[src/rtl/dma_desc_seq.sv]
module dma_desc_seq #(
  parameter int AW         = 49,
  parameter int DESC_BYTES = 16
) (
  input  logic          clk,
  input  logic          rst_n,
  input  logic          ptr_mem,
  input  logic [AW-1:0] src_start,
  input  logic [AW-1:0] dst_start,
  input  logic          ctl_wr,
  input  logic          ctl_en,
  input  logic          ctl_cont,
  input  logic          ctl_cont_addr,
  output logic          en_bit,
  output logic          cont_bit,
  output logic [1:0]    state,
  output logic [AW-1:0] src_cur,
  output logic [AW-1:0] dst_cur,
  output logic          mem_req_valid,
  input  logic          mem_req_ready,
  output logic [AW-1:0] mem_req_addr,
  output logic [1:0]    mem_req_kind,
  input  logic          mem_rsp_valid,
  input  logic [AW-1:0] mem_rsp_data,
  output logic          xfer_go,
  input  logic          xfer_done,
  output logic          irq_pause,
  output logic          irq_src_err,
  output logic          irq_dst_err
);

  localparam int            OFS  = $clog2(DESC_BYTES);
  localparam logic [AW-1:0] STEP = AW'(DESC_BYTES);

  typedef enum logic [1:0] {ST_DIS = 2'd0, ST_EN = 2'd1, ST_PAU = 2'd2} st_e;
  typedef enum logic [2:0] {PH_IDLE, PH_DREQ, PH_DRSP, PH_SREQ, PH_SRSP,
                            PH_XFER, PH_LREQ, PH_LRSP} ph_e;

  st_e           st_q;
  ph_e           ph_q;
  logic          err_q, en_q, cont_q, typ_q;
  logic [1:0]    cmd_q;
  logic [AW-1:0] src_q, dst_q;
  logic          pend_q, pend_en, pend_cont, pend_ca;
  logic          irq_p_q, irq_s_q, irq_d_q;

  logic busy, wr_now, w_en, w_cont, w_ca, misal_d, misal_s;

  assign busy    = ph_q inside {PH_DREQ, PH_DRSP, PH_SREQ, PH_SRSP, PH_LREQ, PH_LRSP};
  assign wr_now  = !busy && (ctl_wr || pend_q);
  assign w_en    = ctl_wr ? ctl_en        : pend_en;
  assign w_cont  = ctl_wr ? ctl_cont      : pend_cont;
  assign w_ca    = ctl_wr ? ctl_cont_addr : pend_ca;
  assign misal_d = dst_q[OFS-1:0] != '0;
  assign misal_s = src_q[OFS-1:0] != '0;

  assign mem_req_valid = (ph_q == PH_DREQ && !misal_d) || (ph_q == PH_SREQ && !misal_s) ||
                         (ph_q == PH_LREQ);
  assign mem_req_addr  = (ph_q == PH_DREQ) ? dst_q : (ph_q == PH_LREQ) ? src_q + STEP : src_q;
  assign mem_req_kind  = (ph_q == PH_DREQ) ? 2'd0 : (ph_q == PH_LREQ) ? 2'd2 : 2'd1;
  assign xfer_go       = ph_q == PH_XFER;

  assign state       = err_q ? 2'd3 : st_q;
  assign en_bit      = en_q;
  assign cont_bit    = cont_q;
  assign src_cur     = src_q;
  assign dst_cur     = dst_q;
  assign irq_pause   = irq_p_q;
  assign irq_src_err = irq_s_q;
  assign irq_dst_err = irq_d_q;

  always_ff @(posedge clk or negedge rst_n) begin
    if (!rst_n) begin
      st_q <= ST_DIS;  ph_q <= PH_IDLE;
      err_q <= 1'b0;   en_q <= 1'b0;  cont_q <= 1'b0;
      typ_q <= 1'b0;   cmd_q <= 2'd0;
      src_q <= '0;     dst_q <= '0;
      pend_q <= 1'b0;  pend_en <= 1'b0; pend_cont <= 1'b0; pend_ca <= 1'b0;
      irq_p_q <= 1'b0; irq_s_q <= 1'b0; irq_d_q <= 1'b0;
    end else begin
      irq_p_q <= 1'b0;
      irq_s_q <= 1'b0;
      irq_d_q <= 1'b0;

      if (busy && ctl_wr) begin
        pend_q    <= 1'b1;
        pend_en   <= ctl_en;
        pend_cont <= ctl_cont;
        pend_ca   <= ctl_cont_addr;
      end

      if (wr_now) begin
        pend_q <= 1'b0;
        en_q   <= w_en;
        cont_q <= w_cont;
        if (w_en) begin
          err_q <= 1'b0;
          if (st_q == ST_PAU && w_cont) begin
            cont_q <= 1'b0;
            st_q   <= ST_EN;
            if (w_ca) begin
              src_q <= src_start;
              dst_q <= dst_start;
              ph_q  <= PH_DREQ;
            end else if (typ_q) begin
              ph_q <= PH_LREQ;
            end else begin
              src_q <= src_q + STEP;
              ph_q  <= PH_SREQ;
            end
          end else if (st_q == ST_DIS) begin
            src_q <= src_start;
            dst_q <= dst_start;
            st_q  <= ST_EN;
            ph_q  <= ptr_mem ? PH_DREQ : PH_XFER;
          end
        end else if (st_q == ST_PAU && w_cont) begin
          st_q <= ST_DIS;
        end
      end

      case (ph_q)
        PH_DREQ: begin
          if (misal_d) begin
            err_q <= 1'b1; irq_d_q <= 1'b1; st_q <= ST_DIS; ph_q <= PH_IDLE;
          end else if (mem_req_ready) begin
            ph_q <= PH_DRSP;
          end
        end
        PH_DRSP: if (mem_rsp_valid) ph_q <= PH_SREQ;
        PH_SREQ: begin
          if (misal_s) begin
            err_q <= 1'b1; irq_s_q <= 1'b1; st_q <= ST_DIS; ph_q <= PH_IDLE;
          end else if (mem_req_ready) begin
            ph_q <= PH_SRSP;
          end
        end
        PH_SRSP: begin
          if (mem_rsp_valid) begin
            cmd_q <= mem_rsp_data[4:3];
            typ_q <= mem_rsp_data[1];
            ph_q  <= PH_XFER;
          end
        end
        PH_XFER: begin
          if (xfer_done) begin
            if (!ptr_mem || cmd_q == 2'd2) begin
              en_q <= 1'b0; st_q <= ST_DIS; ph_q <= PH_IDLE;
            end else if (cmd_q == 2'd1) begin
              st_q <= ST_PAU; irq_p_q <= 1'b1; ph_q <= PH_IDLE;
            end else if (typ_q) begin
              ph_q <= PH_LREQ;
            end else begin
              src_q <= src_q + STEP;
              ph_q  <= PH_SREQ;
            end
          end
        end
        PH_LREQ: if (mem_req_ready) ph_q <= PH_LRSP;
        PH_LRSP: begin
          if (mem_rsp_valid) begin
            src_q <= mem_rsp_data;
            ph_q  <= PH_SREQ;
          end
        end
        default: ;
      endcase
    end
  end


  req_hold_chk: assert property (@(posedge clk) disable iff (!rst_n)
    mem_req_valid && !mem_req_ready |=> mem_req_valid && $stable(mem_req_addr) && $stable(mem_req_kind));


  align_chk: assert property (@(posedge clk) disable iff (!rst_n)
    mem_req_valid && mem_req_kind != 2'd2 |-> mem_req_addr[OFS-1:0] == '0);


  xfer_excl_chk: assert property (@(posedge clk) disable iff (!rst_n)
    !(xfer_go && mem_req_valid));


  pause_irq_chk: assert property (@(posedge clk) disable iff (!rst_n)
    irq_pause |-> state == 2'd2);


  err_irq_chk: assert property (@(posedge clk) disable iff (!rst_n)
    irq_src_err || irq_dst_err |-> state == 2'd3);


  held_wr_chk: assert property (@(posedge clk) disable iff (!rst_n)
    mem_req_valid && !mem_req_ready |=> $stable(en_bit) && $stable(state));

endmodule

[config.mk]
export PLATFORM = sky130hd
export DESIGN_NAME = dma_desc_seq
export DESIGN_NICKNAME = d
export VERILOG_FILES = /design/src/rtl/dma_desc_seq.sv
export SDC_FILE = /design/constraint.sdc
export NUM_CORES = 1
export LEC_CHECK = 0
export BUFFER_PORTS_ARGS = -buffer_cell sky130_fd_sc_hd__buf_2
export CAP_MARGIN = 30
export CORE_ASPECT_RATIO = 1.5
export CORE_MARGIN = 2
export CORE_UTILIZATION = 37
export CTS_CLUSTER_SIZE = 12
export DETAILED_ROUTE_END_ITERATION = 12
export GPL_TIMING_DRIVEN = 0
export HOLD_SLACK_MARGIN = 0.08
export PLACE_DENSITY_LB_ADDON = 0.3
export SLEW_MARGIN = 0
export SYNTH_ARGS = -nofsm -noshare
export SYNTH_HDL_FRONTEND = slang
export SYNTH_SLANG_ARGS = --single-unit
[constraint.sdc]
create_clock -name clk -period 3.55 [get_ports clk]
set_clock_uncertainty 0.2 [all_clocks]
set_input_delay 0.5325 -clock clk [delete_from_list [all_inputs] [get_ports clk]]
set_output_delay 0.5325 -clock clk [all_outputs]
set_load 0.01 [all_outputs]
==> metrics.md <==
| Metric | Value |
|---|---|
| Setup Viol. Count Final | 2 |
| Worst path cell trace | buf_2, nand3_1, nor3_2, and3_1, nand4_1, nand2_1, nand2_1, a221o_1, buf_2 |
| P per Cell Area | 987 nW/µm² |
| Unrepaired setup endpoints after global routing | true |
| Critical Path RT | about 2.8 ns |
| CP startpoint kind | flip-flop |
| Fmax | 279 MHz |
| Cts bufs inserted | 17 |
| Hold Fails Final Rpt | 0 |
| CP endpoint kind | primary output |
| Cells after synthesis | between 1,000 and 1,500 |
| Hold_sp | dst_start[36] |
| Worst Hold Path EP | dst_cur[36] |
| Core area | roughly 24,000 µm² |
| Ys flop type | dfrtp_1 |
| Port bufs | 313 |
| Fin crit period | around 3.6 ns |
| Delay-heaviest family, CP | simple AND/OR/NAND/NOR gates |
| Die H | 198 µm |
| Routability congestion estimate | 1.02 |
| CTS root buffer | clkbuf_16 |
| CP Max Fanout | 9 |
| Area after DPL | 11,300 µm² |
| Peak VDD IR | 0.496 mV |
| Area Overhead vs Synth | 36.3% |
| Hold Crit Class | in -> reg |
| Initial Util | 37.8% |
| Slew at the pin closest to its max-slew limit | just over 1 ns |
| Clock slew at reported path FFs | roughly 0.060 ns |
| Tcrit/Tclk final | 101% |
| Utilization after layout | 51.6% |
| H-tree depth | 4 |
| Max Cap Viol | 0 |
| DRT Wirelength | 51.9 mm |
| Per-cell routed wire length | 26.6 µm |
| Worst R2R End | src_cur[28] |
| Worst-Skew Late Latency | 0.45 ns |
| DP HPWL | 38.0 mm |
| GRT Total Usage | 38.4% |
| Initial DRC Count | 1,473 |
| Flip-flop and latch count after synthesis | 116 |
| Fin area | ~13,000 µm² |
| Maximum root-to-sink buffer count | 2 |
| Worst EP arrival | 2.85 ns |
| First drt pass iteration count | 8 |
| Final non-filler cell total | approximately 2,000 |
| Crit path largest cell delay | 0.42 ns |
| Final-stage net count | 1,770 |
| CTS tree | built |
| Largest net degree at the start of global routing | 74 |
| IO Pins | roughly 320 |
| Dpl cells | 1,872 |
| RR Startpoint | ph_q[1] |
| Syn_nets | 1,389 |
| Leak pwr | 5.79 nW |
| Share of synthesized registers carrying an async set or reset | 100% |
| Mapped Area | 9250 µm² |
| Die area | 26,300 µm² |
| Global-route wire length before repair | 74.4 mm |
| Outcome | finished, violations left |
| Hold WS | 0.0808 ns |
| Residual DRC | 0 |
| DRT antenna net count | 0 |
| Max-slew violations | 0 |
| Failing checks | negative setup slack |
| Critical path's slowest cell | nor3_2 |
| Rows | 70 |
| Die X | roughly 130 µm |
| Clock sinks | around 120 |
| Final total power | 12.4 mW |
| Detailed-route via count | approximately 12,000 |
| Vias/cell | 6.35 |
| CP Buf/Inv Count | 2 |
| CP Class | reg -> out |
| Synth unique cells | 82 |
| Worst Reg-to-Reg Cells | 7 |
| Total number of yosys warnings | 0 |
| Share of cells above drive strength 1 | between 30% and 40% |
| Vias in the first global route | 12,000 |
| Syn Area/Cell | 7.51 µm² |
| FF-to-FF setup slack | around 0.060 ns |
| Rel. slew slack | 32.3% |
| Initial antenna violation count | 4 |
| Worst hold stages | 3 |
| Register area share after synthesis | 31.4% |
| EDFF count, synth | 0 |
| Gr ovfl total | 0 |
| Final WS setup | -0.0340 ns |
-- cells in the final DEF (no fill, tap or decap), drive strengths merged, types with 8 or more instances in the layout --
master / n
mux2: 9
a222oi: 8
a21oi: 67
dlygate4sd3: 32
nand2: 277
o211ai: 9
nor3: 44
nor4: 16
and3: 23
a221o: 29
o22ai: 15
nand4: 20
xor2: 19
nand3: 35
buf: 377
a22oi: 23
o221ai: 19
o21ai: 116
o31ai: 11
a31oi: 17
xnor2: 21
clkbuf: 83
nor2: 81
dfrtp: 116
inv: 21
a211oi: 11
o311ai: 9
-- Yosys cell counts (4+ instances only) --
library cell / instances / share of area [%]
nand3_1: 32 / 1.7
inv_1: 20 / 0.81
o31ai_1: 11 / 0.89
nand2_1: 276 / 11
clkbuf_8: 9 / 1.3
o21ai_0: 115 / 6.2
a221o_1: 29 / 3.1
o311ai_0: 9 / 0.85
nor2_1: 78 / 3.2
nand4_1: 15 / 1.0
a211oi_1: 11 / 0.89
nor3b_1: 6 / 0.49
o211ai_1: 9 / 0.73
a311oi_1: 5 / 0.47
dfrtp_1: 116 / 31
a22oi_1: 23 / 1.9
a221oi_1: 5 / 0.47
buf_2: 28 / 1.5
o221ai_1: 19 / 1.8
and2_1: 4 / 0.27
nor4_1: 15 / 1.0
xor2_1: 19 / 1.8
nor2b_1: 5 / 0.34
nor3_1: 41 / 2.2
or3_1: 5 / 0.34
a21oi_1: 67 / 3.6
nand2b_1: 6 / 0.41
xnor2_1: 21 / 2.0
buf_1: 6 / 0.24
o22ai_1: 15 / 1.0
buf_4: 6 / 0.49
a222oi_1: 8 / 0.87
a31oi_1: 16 / 1.1
and3_1: 21 / 1.4
a21o_1: 6 / 0.49
mux2i_1: 5 / 0.54
clkbuf_1: 55 / 2.2
o32ai_1: 5 / 0.47
buf_6: 5 / 0.61
mux2_2: 9 / 1.1
a211o_1: 6 / 0.57
or2_2: 4 / 0.27
-- per-stage QoR --
stage,worst slack (ns),TNS [ns]
2_1_floorplan,0.513,0
3_3_place_gp,-0.602,-13.80
3_5_place_dp,-0.518,-9.16
4_1_cts,-0.0194,-0.0194
5_1_grt,-0.0509,-0.0933
6_report,-0.0340,-0.0600
-- report_power, final --
part           internal [mW]  leakage (nW)  switching [mW]
clock                   1.26         0.308           0.713
combinational           2.82          4.10            5.00
sequential              1.95          1.39           0.701
-- routing by layer --
layer | vias to the layer above | part of all wire [%] | GRT usage, %
met5 | - | 0 | 0
met4 | 0 | 8.1 | 27.0
met1 | 5903 | 35 | 43.4
met2 | 908 | 47 | 64.2
li1 | 5301 | - | -
met3 | 281 | 10 | 8.44
-- how the worst max path moves through the flow --
stage | from | end | slack [ns] | cells past startpoint
2_1_floorplan | src_cur[4] | mem_req_addr[34] | 0.51 | 8
3_3_place_gp | ph_q[1] | src_cur[7] | -0.60 | 10
3_5_place_dp | src_cur[4] | mem_req_addr[36] | -0.52 | 9
4_1_cts | src_cur[16] | mem_req_addr[31] | -0.02 | 8
5_1_grt | src_cur[6] | mem_req_addr[31] | -0.05 | 9
6_report | src_cur[31] | mem_req_addr[48] | -0.03 | 9
-- final cells by class --
cell class	count	area, µm²
diodes	3	7.51
plain buffers	109	639
clock buffers	18	439
clock inverters	14	209
fillers	2435	11800
inverters	21	78.8
multi-input cells	982	5860
flip-flops and latches	116	2910
well taps	324	405
repair buffers	365	2060
-- sequential cells by signal, summed over array words and instances, names as in the netlist --
name	count
err_q	1
irq_pause	1
pend_cont	1
en_bit	1
pend_ca	1
irq_dst_err	1
cmd_q	2
st_q	2
src_cur	49
pend_en	1
pend_q	1
dst_cur	49
cont_bit	1
typ_q	1
ph_q	3
irq_src_err	1
-- kinds of logic (layout without fill, tap and decap cells) --
group,count (synthesis),in the layout,share of synthesized area [%]
adder cells (fa/ha/maj),1,1,0.135
AND/OR/NAND/NOR,537,537,27.1
XOR/XNOR,40,40,3.79
flip-flops,116,116,31.4
buffers and inverters,133,527,7.47
AO/OA/AOI/OAI,390,390,28.5
multiplexers,14,14,1.64
other,0,3,0
-- worst reg2reg max path: stages (launching register included) --
cell and delay [ns]:
dfrtp_1 0.54, nand3b_1 0.49, inv_1 0.30, nand4_1 0.43, clkbuf_1 0.71, o21ai_0 0.23
a221oi_1 0.31, o21ai_0 0.14
-- repair_timing --
item | 4_1_cts | 5_1_grt
pin swaps | 3 | 7
gates cloned | 0 | 0
resized for setup | 52 | 25
setup endpoints to repair | 77 | 42
endpoints found under the hold margin | 74 | 0
hold buffers | 32 | 0
buffers inserted | 4 | 12
(Power assumes the default switching activity.)
